## src/rtl/cic_pkg.sv

```systemverilog
package cic_pkg;
  // One bit of a - b computed as a + ~b + c; returns {carry_out, diff_bit}.
  function automatic logic [1:0] ser_sub(input logic a, input logic b, input logic c);
    logic nb;
    nb = ~b;
    return {(a & nb) | (a & c) | (nb & c), a ^ nb ^ c};
  endfunction
endpackage

```

## src/rtl/cic_integ.sv

```systemverilog
module cic_integ #(
  parameter int IN_W   = 8,
  parameter int ACC_W  = 32,
  parameter int STAGES = 4
) (
  input  logic                    clk,
  input  logic                    rst,
  input  logic                    clr,
  input  logic                    en,
  input  logic signed [IN_W-1:0]  din,
  output logic [ACC_W-1:0]        last_next
);
  logic [ACC_W-1:0] sum_q [STAGES];
  logic [ACC_W-1:0] sum_d [STAGES];

  // Ripple form: each stage adds the freshly updated value of the stage before.
  always_comb begin
    sum_d[0] = sum_q[0] + {{(ACC_W-IN_W){din[IN_W-1]}}, din};
    for (int k = 1; k < STAGES; k++) begin
      sum_d[k] = sum_q[k] + sum_d[k-1];
    end
  end

  always_ff @(posedge clk) begin
    if (rst || clr) begin
      for (int k = 0; k < STAGES; k++) sum_q[k] <= '0;
    end else if (en) begin
      for (int k = 0; k < STAGES; k++) sum_q[k] <= sum_d[k];
    end
  end

  assign last_next = sum_d[STAGES-1];
endmodule

```

## src/rtl/cic_comb_bit.sv

```systemverilog
module cic_comb_bit #(
  parameter int ACC_W = 32
) (
  input  logic clk,
  input  logic rst,
  input  logic clr,
  input  logic start,
  input  logic step,
  input  logic bit_in,
  output logic bit_out
);
  logic [ACC_W-1:0] dly_q;
  logic             cy_q;
  logic [1:0]       res;

  assign res     = cic_pkg::ser_sub(bit_in, dly_q[0], cy_q);
  assign bit_out = res[0];

  // The delay word rotates LSB-first: the old bit leaves as the new one enters.
  always_ff @(posedge clk) begin
    if (rst || clr) begin
      dly_q <= '0;
      cy_q  <= 1'b1;
    end else if (start) begin
      cy_q  <= 1'b1;
    end else if (step) begin
      dly_q <= {bit_in, dly_q[ACC_W-1:1]};
      cy_q  <= res[1];
    end
  end
endmodule

```

## src/rtl/cic_round.sv

```systemverilog
module cic_round #(
  parameter int ACC_W = 32,
  parameter int OUT_W = 12,
  parameter int SH_W  = 6
) (
  input  logic [ACC_W-1:0] din,
  input  logic [SH_W-1:0]  shamt,
  output logic [OUT_W-1:0] dout
);
  logic signed [ACC_W:0] ext, half, sum, shd;

  always_comb begin
    ext  = $signed({din[ACC_W-1], din});
    half = '0;
    if (shamt != '0) half = (ACC_W+1)'(1) << (shamt - 1'b1);
    sum  = ext + half;
    shd  = sum >>> shamt;
    dout = shd[OUT_W-1:0];
  end
endmodule

```

## src/rtl/cic_decim_serial.sv

```systemverilog
module cic_decim_serial #(
  parameter int IN_W      = 8,
  parameter int OUT_W     = 12,
  parameter int STAGES    = 4,
  parameter int RMAX_LOG  = 6,
  parameter int SH_W      = 6,
  parameter int DEF_RATIO = 64,
  parameter int DEF_SHIFT = 24
) (
  input  logic                     clk,
  input  logic                     rst,
  input  logic signed [IN_W-1:0]   in_data,
  input  logic                     in_valid,
  input  logic                     cfg_load,
  input  logic [RMAX_LOG:0]        cfg_ratio,
  input  logic [SH_W-1:0]          cfg_shift,
  output logic [OUT_W-1:0]         out_data,
  output logic                     out_valid,
  output logic                     overrun
);
  localparam int RAT_W  = RMAX_LOG + 1;
  localparam int ACC_W  = IN_W + STAGES * RMAX_LOG;
  localparam int R_MAX  = 1 << RMAX_LOG;
  localparam int R_MIN  = ACC_W + 2;
  localparam int BIT_CW = $clog2(ACC_W);

  logic [RAT_W-1:0]  ratio_q, cnt_q;
  logic [SH_W-1:0]   shift_q;
  logic              busy_q, done_q;
  logic [BIT_CW-1:0] bit_cnt_q;
  logic [ACC_W-1:0]  snap_q, res_q, acc_next;
  logic [OUT_W-1:0]  scaled;
  logic              cfg_ok, clr, accept, tick, start;
  logic              chain [STAGES+1];

  assign cfg_ok = (cfg_ratio >= RAT_W'(R_MIN)) && (cfg_ratio <= RAT_W'(R_MAX)) &&
                  (cfg_shift <= SH_W'(ACC_W));
  assign clr    = cfg_load && cfg_ok;
  assign accept = in_valid && !clr;
  assign tick   = accept && (cnt_q == ratio_q - 1'b1);
  assign start  = tick && !busy_q;

  cic_integ #(.IN_W(IN_W), .ACC_W(ACC_W), .STAGES(STAGES)) u_integ (
    .clk(clk), .rst(rst), .clr(clr), .en(accept), .din(in_data), .last_next(acc_next)
  );

  assign chain[0] = snap_q[0];
  for (genvar g = 0; g < STAGES; g++) begin : g_comb
    cic_comb_bit #(.ACC_W(ACC_W)) u_stage (
      .clk(clk), .rst(rst), .clr(clr), .start(start), .step(busy_q),
      .bit_in(chain[g]), .bit_out(chain[g+1])
    );
  end

  cic_round #(.ACC_W(ACC_W), .OUT_W(OUT_W), .SH_W(SH_W)) u_round (
    .din(res_q), .shamt(shift_q), .dout(scaled)
  );

  always_ff @(posedge clk) begin
    if (rst) begin
      ratio_q   <= RAT_W'(DEF_RATIO);
      shift_q   <= SH_W'(DEF_SHIFT);
      cnt_q     <= '0;
      busy_q    <= 1'b0;
      done_q    <= 1'b0;
      bit_cnt_q <= '0;
      snap_q    <= '0;
      res_q     <= '0;
      out_data  <= '0;
      out_valid <= 1'b0;
      overrun   <= 1'b0;
    end else begin
      out_valid <= 1'b0;
      if (clr) begin
        ratio_q <= cfg_ratio;
        shift_q <= cfg_shift;
        cnt_q   <= '0;
        busy_q  <= 1'b0;
        done_q  <= 1'b0;
      end else begin
        if (accept) cnt_q <= tick ? '0 : cnt_q + 1'b1;
        if (start) begin
          snap_q    <= acc_next;
          busy_q    <= 1'b1;
          bit_cnt_q <= '0;
        end else if (busy_q) begin
          snap_q    <= snap_q >> 1;
          res_q     <= {chain[STAGES], res_q[ACC_W-1:1]};
          bit_cnt_q <= bit_cnt_q + 1'b1;
          if (bit_cnt_q == BIT_CW'(ACC_W - 1)) begin
            busy_q <= 1'b0;
            done_q <= 1'b1;
          end
        end
        if (tick && busy_q) overrun <= 1'b1;
        if (done_q) begin
          out_valid <= 1'b1;
          out_data  <= scaled;
          done_q    <= 1'b0;
        end
      end
    end
  end
endmodule

```

## config.mk

```make
export PLATFORM = sky130hd
export DESIGN_NAME = cic_decim_serial
export DESIGN_NICKNAME = d
export VERILOG_FILES = /design/src/rtl/cic_pkg.sv /design/src/rtl/cic_integ.sv /design/src/rtl/cic_comb_bit.sv /design/src/rtl/cic_round.sv /design/src/rtl/cic_decim_serial.sv
export SDC_FILE = /design/constraint.sdc
export NUM_CORES = 1
export LEC_CHECK = 0
export ABC_AREA = 1
export ABC_CLOCK_PERIOD_IN_PS = 8900
export BUFFER_PORTS_ARGS = -buffer_cell sky130_fd_sc_hd__buf_4
export CAP_MARGIN = 40
export CORE_MARGIN = 3
export CORE_UTILIZATION = 60
export CTS_CLUSTER_DIAMETER = 120
export DETAILED_ROUTE_END_ITERATION = 10
export GPL_TIMING_DRIVEN = 0
export PLACE_DENSITY = 0.8
export SLEW_MARGIN = 20
export SYNTH_ARGS = -nofsm -noshare
export SYNTH_HDL_FRONTEND = slang
export SYNTH_SLANG_ARGS = --single-unit
```

## constraint.sdc

```tcl
create_clock -name clk -period 8.9 [get_ports clk]
set_clock_uncertainty 0.2 [all_clocks]
set_input_delay 0.89 -clock clk [delete_from_list [all_inputs] [get_ports clk]]
set_output_delay 0.89 -clock clk [all_outputs]
set_load 0.005 [all_outputs]
```

# == Word level (Yosys, flattened, before mapping) ==
# Memories as Yosys holds them, arrays and structs flattened.
# Index checks and enable logic that the tools add are counted.
# totals
reg_bits,237
ram_bits,128
in_bits,25
output_inout_bits,14
n_memories,1
# classes
n_addsub,9
magnitude_cmp,3
n_eq_ne,2
shift,2
muxes,20
bitwise,39
reduce_logical,20
# mem_list
name,words,width,rd,rd_clocked_by_memory_dff,write_ports,line,rtl
u_integ.sum_q,4,32,4,0,4,cic_integ.sv:13,logic [ACC_W-1:0] sum_q [STAGES];
# op_table
cell,n
two-way mux 32 bit,6
adder 32 bit,4
adder 32 x 33 -> 33 bit,1
two-way mux 33 bit,1
"<< shifter 1 x 6 -> 33 bit, first input constant",1
>>> shifter 33 x 6 -> 12 bit,1
bitwise AND 1 bit,12
OR 1 bit,12
two-way mux 1 bit,10
two-way mux 5 bit,2
AND reduction 2 bit,4
XOR 1 bit,8
"adder 7 x 1 -> 7 bit, second input constant",1
equality test 7 bit,1
">= comparator 7 x 6 -> 1 bit, second input constant",1
"less-or-equal comparator 7 bit, second input constant",1
logical AND 1 bit,7
two-way mux 7 bit,1
NOT 1 bit,7
"subtractor 7 x 1 -> 7 bit, second input constant",1
"less-or-equal comparator 6 bit, second input constant",1
nonzero test 6 bit,1
"subtractor 6 x 1 -> 6 bit, second input constant",1
"adder 5 x 1 -> 5 bit, second input constant",1
other kinds (7),9

# == Depth between registers and ports, before layout ==
# Gate-level depths: netlist of run 1.
# logic_depth
ltp_word,10
depth_mapped,45
mapped_depth_nobuf,45

# == Cells and area by module ==
# From an unflattened synthesis of run 1, not the netlist that was laid out.
# hier_totals
hier_cells,4158
hier_area_um2,27476.4
# by_module_without_submodules
module,n_inst,cells_each,area_each_um2,seq_area_each_um2
cic_integ,1,1547,11861.4,3843.7
cic_comb_bit,4,217,1457.6,660.6
cic_decim_serial,1,742,4951.0,2102.0
cic_round,1,1001,4833.4,0.0

# == Worst setup path before layout of run 1 ==
# Ideal clock, no wire load.
# synth_timing
path_kind,input port to flip-flop
from,input port in_data[0]
to,register snap_q[30]
setup_time_ns,0.122
arrival_ns,6.361
required_ns,8.578
slack_ns,2.217
cell_stages,40
cell_sequence,ha_1 -> fa_1 -> nand3_1 -> nand2_1 -> nand2_1 -> nand2_1 -> nand2_1 -> nand2_1 -> nand3_1 -> o211ai_1 -> xnor2_1 -> inv_1 -> ha_1 -> a21oi_1 -> o21ai_0 -> a21oi_1 -> nand2_1 -> a21oi_1 -> [... 4 more ...] -> nor2_1 -> inv_1 -> nor3_1 -> nand3_1 -> o21ai_0 -> nand3_1 -> o211ai_1 -> xor2_1 -> inv_1 -> ha_1 -> inv_1 -> nor4_1 -> a221oi_1 -> nand2_1 -> xor2_1 -> nand2_1 -> o21ai_0 -> a21oi_1
# synth_lines
element,line,rtl
start: declaration,cic_decim_serial.sv:12,"input logic signed [IN_W-1:0] in_data,"
end signal: assignment,cic_decim_serial.sv:83,snap_q <= acc_next;
end signal: assignment,cic_decim_serial.sv:87,snap_q <= snap_q >> 1;
end: declaration,cic_decim_serial.sv:31,"logic [ACC_W-1:0] snap_q, res_q, acc_next;"

==> qor.csv, run 1 <==
stage;metric;value;unit
outcome;status;finished clean;
worst_setup_path;critPathArrivalTime;8.21;ns
worst_setup_path;crit_required;8.99;ns
cts;clock-sinks;365;
synthesis;syn_nets;3506;
worst_setup_path;worstSetupPathType;primary input to flop;
sta;finalSetupViolCount;0;
sta;drv_slew;0;
global_route;grt_usage;30.3;%
synthesis;yosys_register_bits;365;
flow_run;maxCapViolations;0;
routing;vias;22200;
cts;holdBufCountCts;0;
sta;setup_tns;0;ns
layout;num_antenna_cells;0;
power_and_ir_drop;powerDensity;416;mW/mm2
synthesis;yosysSeqAreaShare;36.2;%
cts;cts_resized;0;
synthesis;synth_edf_count;128;
synthesis;synthFlopType;dfxtp_1;
global_route;grt_pass1_wl;103;mm
routing;wl;65.1;mm
worst_setup_path;ff2ff_path_depth;38;
floorplanning;rows;72;
global_route;overflow;0;
cts;cts_buffer_depth;3;
hold_path;min_path_type;flop to flop;
cts;cts_buffers;40;
floorplanning;die_h;205;um
sta;fmax;0.123;GHz
placement;gp_congestion;1.07;
cts;htree_levels;2;
routing;first_pass_iters;5;
hold_path;min_to;done_q;
routing;first_iter_violations;1568;
cts;clkLatencyLatePin;0.58;ns
synthesis;yosys.cell_types.count;59;
cts;cts_tree;yes;
global_route;grt_pass1_vias;21300;
worst_setup_path;critPathMaxFanout;5;
layout;multi_input_area;0.0133;mm2
layout;mostFrequentLayoutCells;795 x nand2_1, 377 x nor2_1, 352 x a21oi_1;
global_route;grt_start_max_net_pins;51;
synthesis;async_flop_share;0;%
routing;routedWlPerCell;16.6;um
hold_path;hp-start;done_q;
cts;cts_setup_buffers;0;
floorplanning;die_w;205;um
power_and_ir_drop;power.leakage;12.1;nW
worst_setup_path;startpoint_type;primary input;
layout;final_util;66.9;%
worst_setup_path;r2r_slack;0.84;ns
layout;layout_commonest_cell;nand2_1;
cts;clkSlewWorstSetupHoldPaths;0.06;ns
routing;drc;0;
synthesis;syn_avg_cell_area;7.17;um2
floorplanning;initial_core_util;61.1;%
placement;io_buffers;38;
sta;min_period;8.11;ns
sta;relSlewSlack;46.9;%
synthesis;syn-cell-area;0.0237;mm2
sta;worstMarginPinSlew;0.797;ns
cts;cts_root_buffer;clkbuf_16;
sta;final-hold-violation-count;0;
sta;rsz0062_at_grt;no;
floorplanning;fp.coreArea;0.0388;mm2
layout;syn2layout_area_growth;9.55;%
synthesis;yosysWarnings;0;
worst_setup_path;r2r-start;u_integ.sum_q[0][0];
floorplanning;die-area;0.0419;mm2
worst_setup_path;timing.rr.end;u_integ.sum_q[0][126];
power_and_ir_drop;total_power;10.8;mW
floorplanning;top_level_ports;39;
worst_setup_path;slowest_stage;o21ai_0;
synthesis;netlist_instances;3304;
worst_setup_path;max_stage_delay;0.52;ns
layout;nFillCells;3368;
layout;layout-drive-gt1-share;4.69;%
hold_path;whs_path_depth;1;
layout;nets;3588;
sta;fin_crit_sh;91.2;%
worst_setup_path;cp_common_cell;nand2_1;
placement;hpwl;49.8;mm
global_route;antenna_found_initial;1;
power_and_ir_drop;irDropWorstVdd;0.282;mV
routing;vias_per_cell;5.63;
layout;ff_latch_area;0.00859;mm2
worst_setup_path;end_kind;flop;
routing;drtAntennaViolNets;0;
worst max-delay path by stage:
stage | from | to | cells after the start
after global placement | in_data[0] | u_integ.sum_q[0][126] | 39
after detailed placement | in_data[0] | snap_q[30] | 41
after CTS | in_data[0] | snap_q[30] | 41
after global routing | in_data[0] | snap_q[30] | 41
after floorplan | in_data[0] | snap_q[30] | 40
final | in_data[0] | u_integ.sum_q[0][126] | 39
state kept, by name, indices dropped and copies added (netlist names):
register,flops
bit_cnt_q,5
busy_q,1
cnt_q,7
done_q,1
g_comb.u_stage.cy_q,4
g_comb.u_stage.dly_q,128
out_data,12
out_valid,1
overrun,1
ratio_q,7
res_q,32
shift_q,6
snap_q,32
u_integ.sum_q,128
cell type report:
type                       instances  share of cell area, %
clock buffer                      55                   4.31
clock inverter                    15                  0.607
inverter                         363                   5.27
sequential                       365                   33.1
timing repair buffer              40                   1.28
multi-input combinational       2458                   51.1
tap                              518                   2.50
buffer                           118                   1.89
report_power, final:
group | total, mW | switching [mW] | internal [mW]
clock | 1.63 | 0.706 | 0.919
combinational | 7.07 | 4.63 | 2.44
sequential | 2.09 | 0.0697 | 2.02
total | 10.8 | 5.41 | 5.39
stage by stage:
step / cells / area [um2] / worst slack (ns) / hold WS, ns
after global placement: 3860 / 24600 / 0.490 / 0.207
final: 3932 / 26000 / 0.786 / 0.229
after detailed placement: 3862 / 24700 / 0.353 / 0.218
after global routing: 3932 / 26000 / 0.213 / 0.259
after floorplan: 3304 / 23700 / 2.22 / 0.198
after CTS: 3932 / 26000 / 0.893 / 0.227
cells in the mapped netlist, drive strengths merged, types with 35 or more instances:
library cell | n | share of area (%)
xor2 | 92 | 3.4
edfxtp | 128 | 16
xnor2 | 50 | 1.8
inv | 359 | 5.7
o21ai | 184 | 3.9
buf | 37 | 0.79
nand2 | 801 | 13
nand3 | 207 | 4.4
nor2 | 380 | 6.1
ha | 168 | 8.9
clkbuf | 81 | 1.3
o211ai | 35 | 1.1
dfxtp | 237 | 20
a21oi | 353 | 7.5
cell families (layout without fill, tap and decap cells):
| logic type | Yosys count | count (layout) | share of synthesized area, % |
|---|---|---|---|
| mux | 2 | 2 | 0.0845 |
| compound gates | 669 | 669 | 15.7 |
| fa+ha+maj | 177 | 177 | 9.63 |
| buf+inv | 481 | 591 | 7.84 |
| flops | 365 | 365 | 36.2 |
| simple gates | 1468 | 1468 | 25.3 |
| xor+xnor | 142 | 142 | 5.25 |
critical path: cells and delay by family:
kind,cells,cell delay [ns]
simple gates,20,2.93
fa+ha+maj,5,1.72
compound gates,5,1.35
xor+xnor,4,0.88
buf+inv,5,0.42
routing by layer:
| metal | routed length (um) | GRT usage, % |
|---|---|---|
| met1 | 26400 | 35.0 |
| met5 | 20 | 0 |
| met4 | 2670 | 12.3 |
| met3 | 3020 | 3.81 |
| met2 | 33000 | 56.5 |
No activity file was read; power rests on OpenSTA's default activity.
==> inputs of run 2 (changes only) <==
Settings changed: CELL_PAD_IN_SITES_DETAIL_PLACEMENT set to 0, CELL_PAD_IN_SITES_GLOBAL_PLACEMENT set to 1, CORE_UTILIZATION 60 to 47, PLACE_DENSITY 0.8 to 0.85, SYNTH_HIERARCHICAL set to 1.
==> qor.csv, run 2 <==
stage;metric;value;unit;change
worst_setup_path;crit_required;9.23;ns;+0.24 ns
synthesis;yosys.cell_types.count;60;;+1.7%
cts;clkSlewWorstSetupHoldPaths;0.06;ns;about the same
layout;mostFrequentLayoutCells;848 x nand2_1, 705 x inv_1, 699 x nor2_1;;
layout;num_antenna_cells;0;;unchanged
worst_setup_path;critPathMaxFanout;25;;+20
sta;finalSetupViolCount;0;;unchanged
synthesis;synthTopCellsByArea;dfxtp_1 17%, edfxtp_1 14%, nand2_1 12%, inv_1 9.6%, nor2_1 9.5%;;
synthesis;async_flop_share;0;%;unchanged
sta;relSlewSlack;42.7;%;-4.2 points
sta;fmax;0.128;GHz;+4.0%
power_and_ir_drop;irDropWorstVdd;0.320;mV;+13%
layout;nFillCells;5940;;+76%
floorplanning;fp.coreArea;0.0571;mm2;+47%
sta;final-hold-violation-count;0;;unchanged
worst_setup_path;worstSetupPathType;primary input to flop;;
routing;first_pass_iters;5;;unchanged
power_and_ir_drop;total_power;12.2;mW;+13%
worst_setup_path;critPathArrivalTime;8.13;ns;-0.08 ns
sta;fin_crit_sh;87.6;%;-3.5 points
synthesis;synthFlopType;dfxtp_1;;
worst_setup_path;startpoint_type;primary input;;
cts;cts_buffer_depth;3;;unchanged
layout;layout_commonest_cell;nand2_1;;
synthesis;yosysMostFrequentCell;nand2_1;;
routing;vias;25000;;+13%
power_and_ir_drop;powerDensity;403;mW/mm2;-3.1%
global_route;grt_usage;23.5;%;-6.8 points
worst_setup_path;max_stage_delay;0.49;ns;-0.03 ns
flow_run;maxCapViolations;0;;unchanged
sta;drv_slew;0;;unchanged
cts;cts_root_buffer;clkbuf_16;;
synthesis;syn_avg_cell_area;6.61;um2;-7.9%
synthesis;yosys-top-cells-count;848 x nand2_1, 705 x inv_1, 699 x nor2_1;;
routing;routedWlPerCell;14.4;um;-13%
global_route;antenna_found_initial;1;;unchanged
floorplanning;die_w;248;um;+21%
cts;clock-sinks;365;;unchanged
cts;clkLatencyLatePin;0.58;ns;about the same
synthesis;yosysWarnings;6;;+6
layout;syn2layout_area_growth;10.1;%;
global_route;grt_pass1_wl;118;mm;+14%
hold_path;min_path_type;flop to flop;;
cts;cts_resized;0;;unchanged
routing;first_iter_violations;1505;;-4.0%
layout;layout-drive-gt1-share;8.61;%;+3.9 points
synthesis;synth_edf_count;128;;unchanged
placement;gp_congestion;0.895;;-16%
routing;drtAntennaViolNets;0;;unchanged
floorplanning;initial_core_util;48.1;%;-13 points
global_route;overflow;0;;unchanged
power_and_ir_drop;power.leakage;14.9;nW;+23%
layout;nets;4447;;+24%
sta;rsz0062_at_grt;no;;
synthesis;syn_nets;4353;;+24%
synthesis;yosysSeqAreaShare;31.3;%;-5.0 points
cts;htree_levels;2;;unchanged
synthesis;netlist_instances;4158;;+26%
routing;wl;72.4;mm;+11%
synthesis;yosys_register_bits;365;;unchanged
synthesis;yosysTopAreaCellShare;17.3;%;-2.7 points
floorplanning;rows;87;;+21%
floorplanning;die-area;0.0614;mm2;+46%
worst_setup_path;slowest_stage;nor4_1;;
placement;hpwl;56.7;mm;+14%
placement;placed_cell_area;0.0288;mm2;+17%
cts;cts_setup_buffers;0;;unchanged
worst_setup_path;end_kind;flop;;
layout;reg.largest.list;g_comb.u_stage/dly_q x128, u_integ/sum_q x128;;
cts;holdBufCountCts;0;;unchanged
worst_setup_path;cp_common_cell;nand2_1;;
cts;cts_buffers;44;;+10%
floorplanning;die_h;248;um;+21%
sta;min_period;7.80;ns;-0.314 ns
synthesis;synth_top_area_cell;dfxtp_1;;
routing;vias_per_cell;4.95;;-12%
routing;drc;0;;unchanged
floorplanning;top_level_ports;39;;unchanged
sta;setup_tns;0;ns;unchanged
global_route;grt_pass1_vias;23300;;+9.2%
sta;whs;0.225;ns;-0.00453 ns
outcome;status;finished clean;;
sta;worstMarginPinSlew;0.860;ns;+0.0627 ns
global_route;grt_start_max_net_pins;26;;-49%
placement;io_buffers;38;;unchanged
synthesis;syn-cell-area;0.0275;mm2;+16%
cts;cts_tree;yes;;
layout;final_area;0.0303;mm2;+16%
run 2: per-stage QoR:
stage,worst slack (ns),util [%],cells
6_report,1.10,52.9,5042
5_1_grt,0.302,52.9,5042
4_1_cts,1.21,52.9,5042
3_5_place_dp,0.611,50.5,4962
3_3_place_gp,0.0784,50.2,4952
2_1_floorplan,2.10,-,4158
run 2: cell families after synthesis:
logic type	Yosys count	share of synthesized area (%)
DFF	365	31.3
AOI/OAI and AO/OA	401	8.57
and+or+nand+nor	2213	34.7
buffers and inverters	891	13.7
xor gates and xnor gates	118	3.76
adders and majority gates	170	7.99
run 2: metal layers:
layer  vias to the layer above  GRT usage (%)  wire [um]
met4                         2           6.93       2080
li1                      13300              -          -
met1                     11100           32.2      35200
met5                         -              0         16
met3                       119           2.66       2600
met2                       411           39.2      32500
run 2: power breakdown:
part	leakage (nW)	switching [mW]	internal, mW
logic	10.9	5.02	3.32
registers	3.32	0.0679	2.00
clock network	0.693	0.739	1.04
total	14.9	5.82	6.36
run 2: path summary, 6_finish.rpt:
path,start,end,slack (ns),depth (start not counted)
worst max register to register,u_integ/sum_q[0][5],snap_q[30],1.16,41
worst min register to register,done_q,done_q,0.22,1
worst min-delay path,done_q,done_q,0.22,1
worst max-delay path,in_data[7],snap_q[30],1.10,39
run 2: area by class of cell:
cell class | instances | area [um2] | share of cell area [%]
tap | 756 | 946 | 3.13
clock inverter | 14 | 150 | 0.496
timing repair buffer | 48 | 413 | 1.36
inverter | 719 | 2700 | 8.93
buffer | 172 | 1070 | 3.54
sequential | 365 | 8590 | 28.4
multi-input combinational | 2902 | 15100 | 50.0
clock buffer | 66 | 1260 | 4.18
run 2: critical path: cells and delay by family:
| kind | cells | cell delay (ns) |
|---|---|---|
| simple gates | 21 | 3.15 |
| fa+ha+maj | 4 | 1.50 |
| compound gates | 6 | 1.17 |
| xor+xnor | 3 | 0.77 |
| buf+inv | 5 | 0.64 |
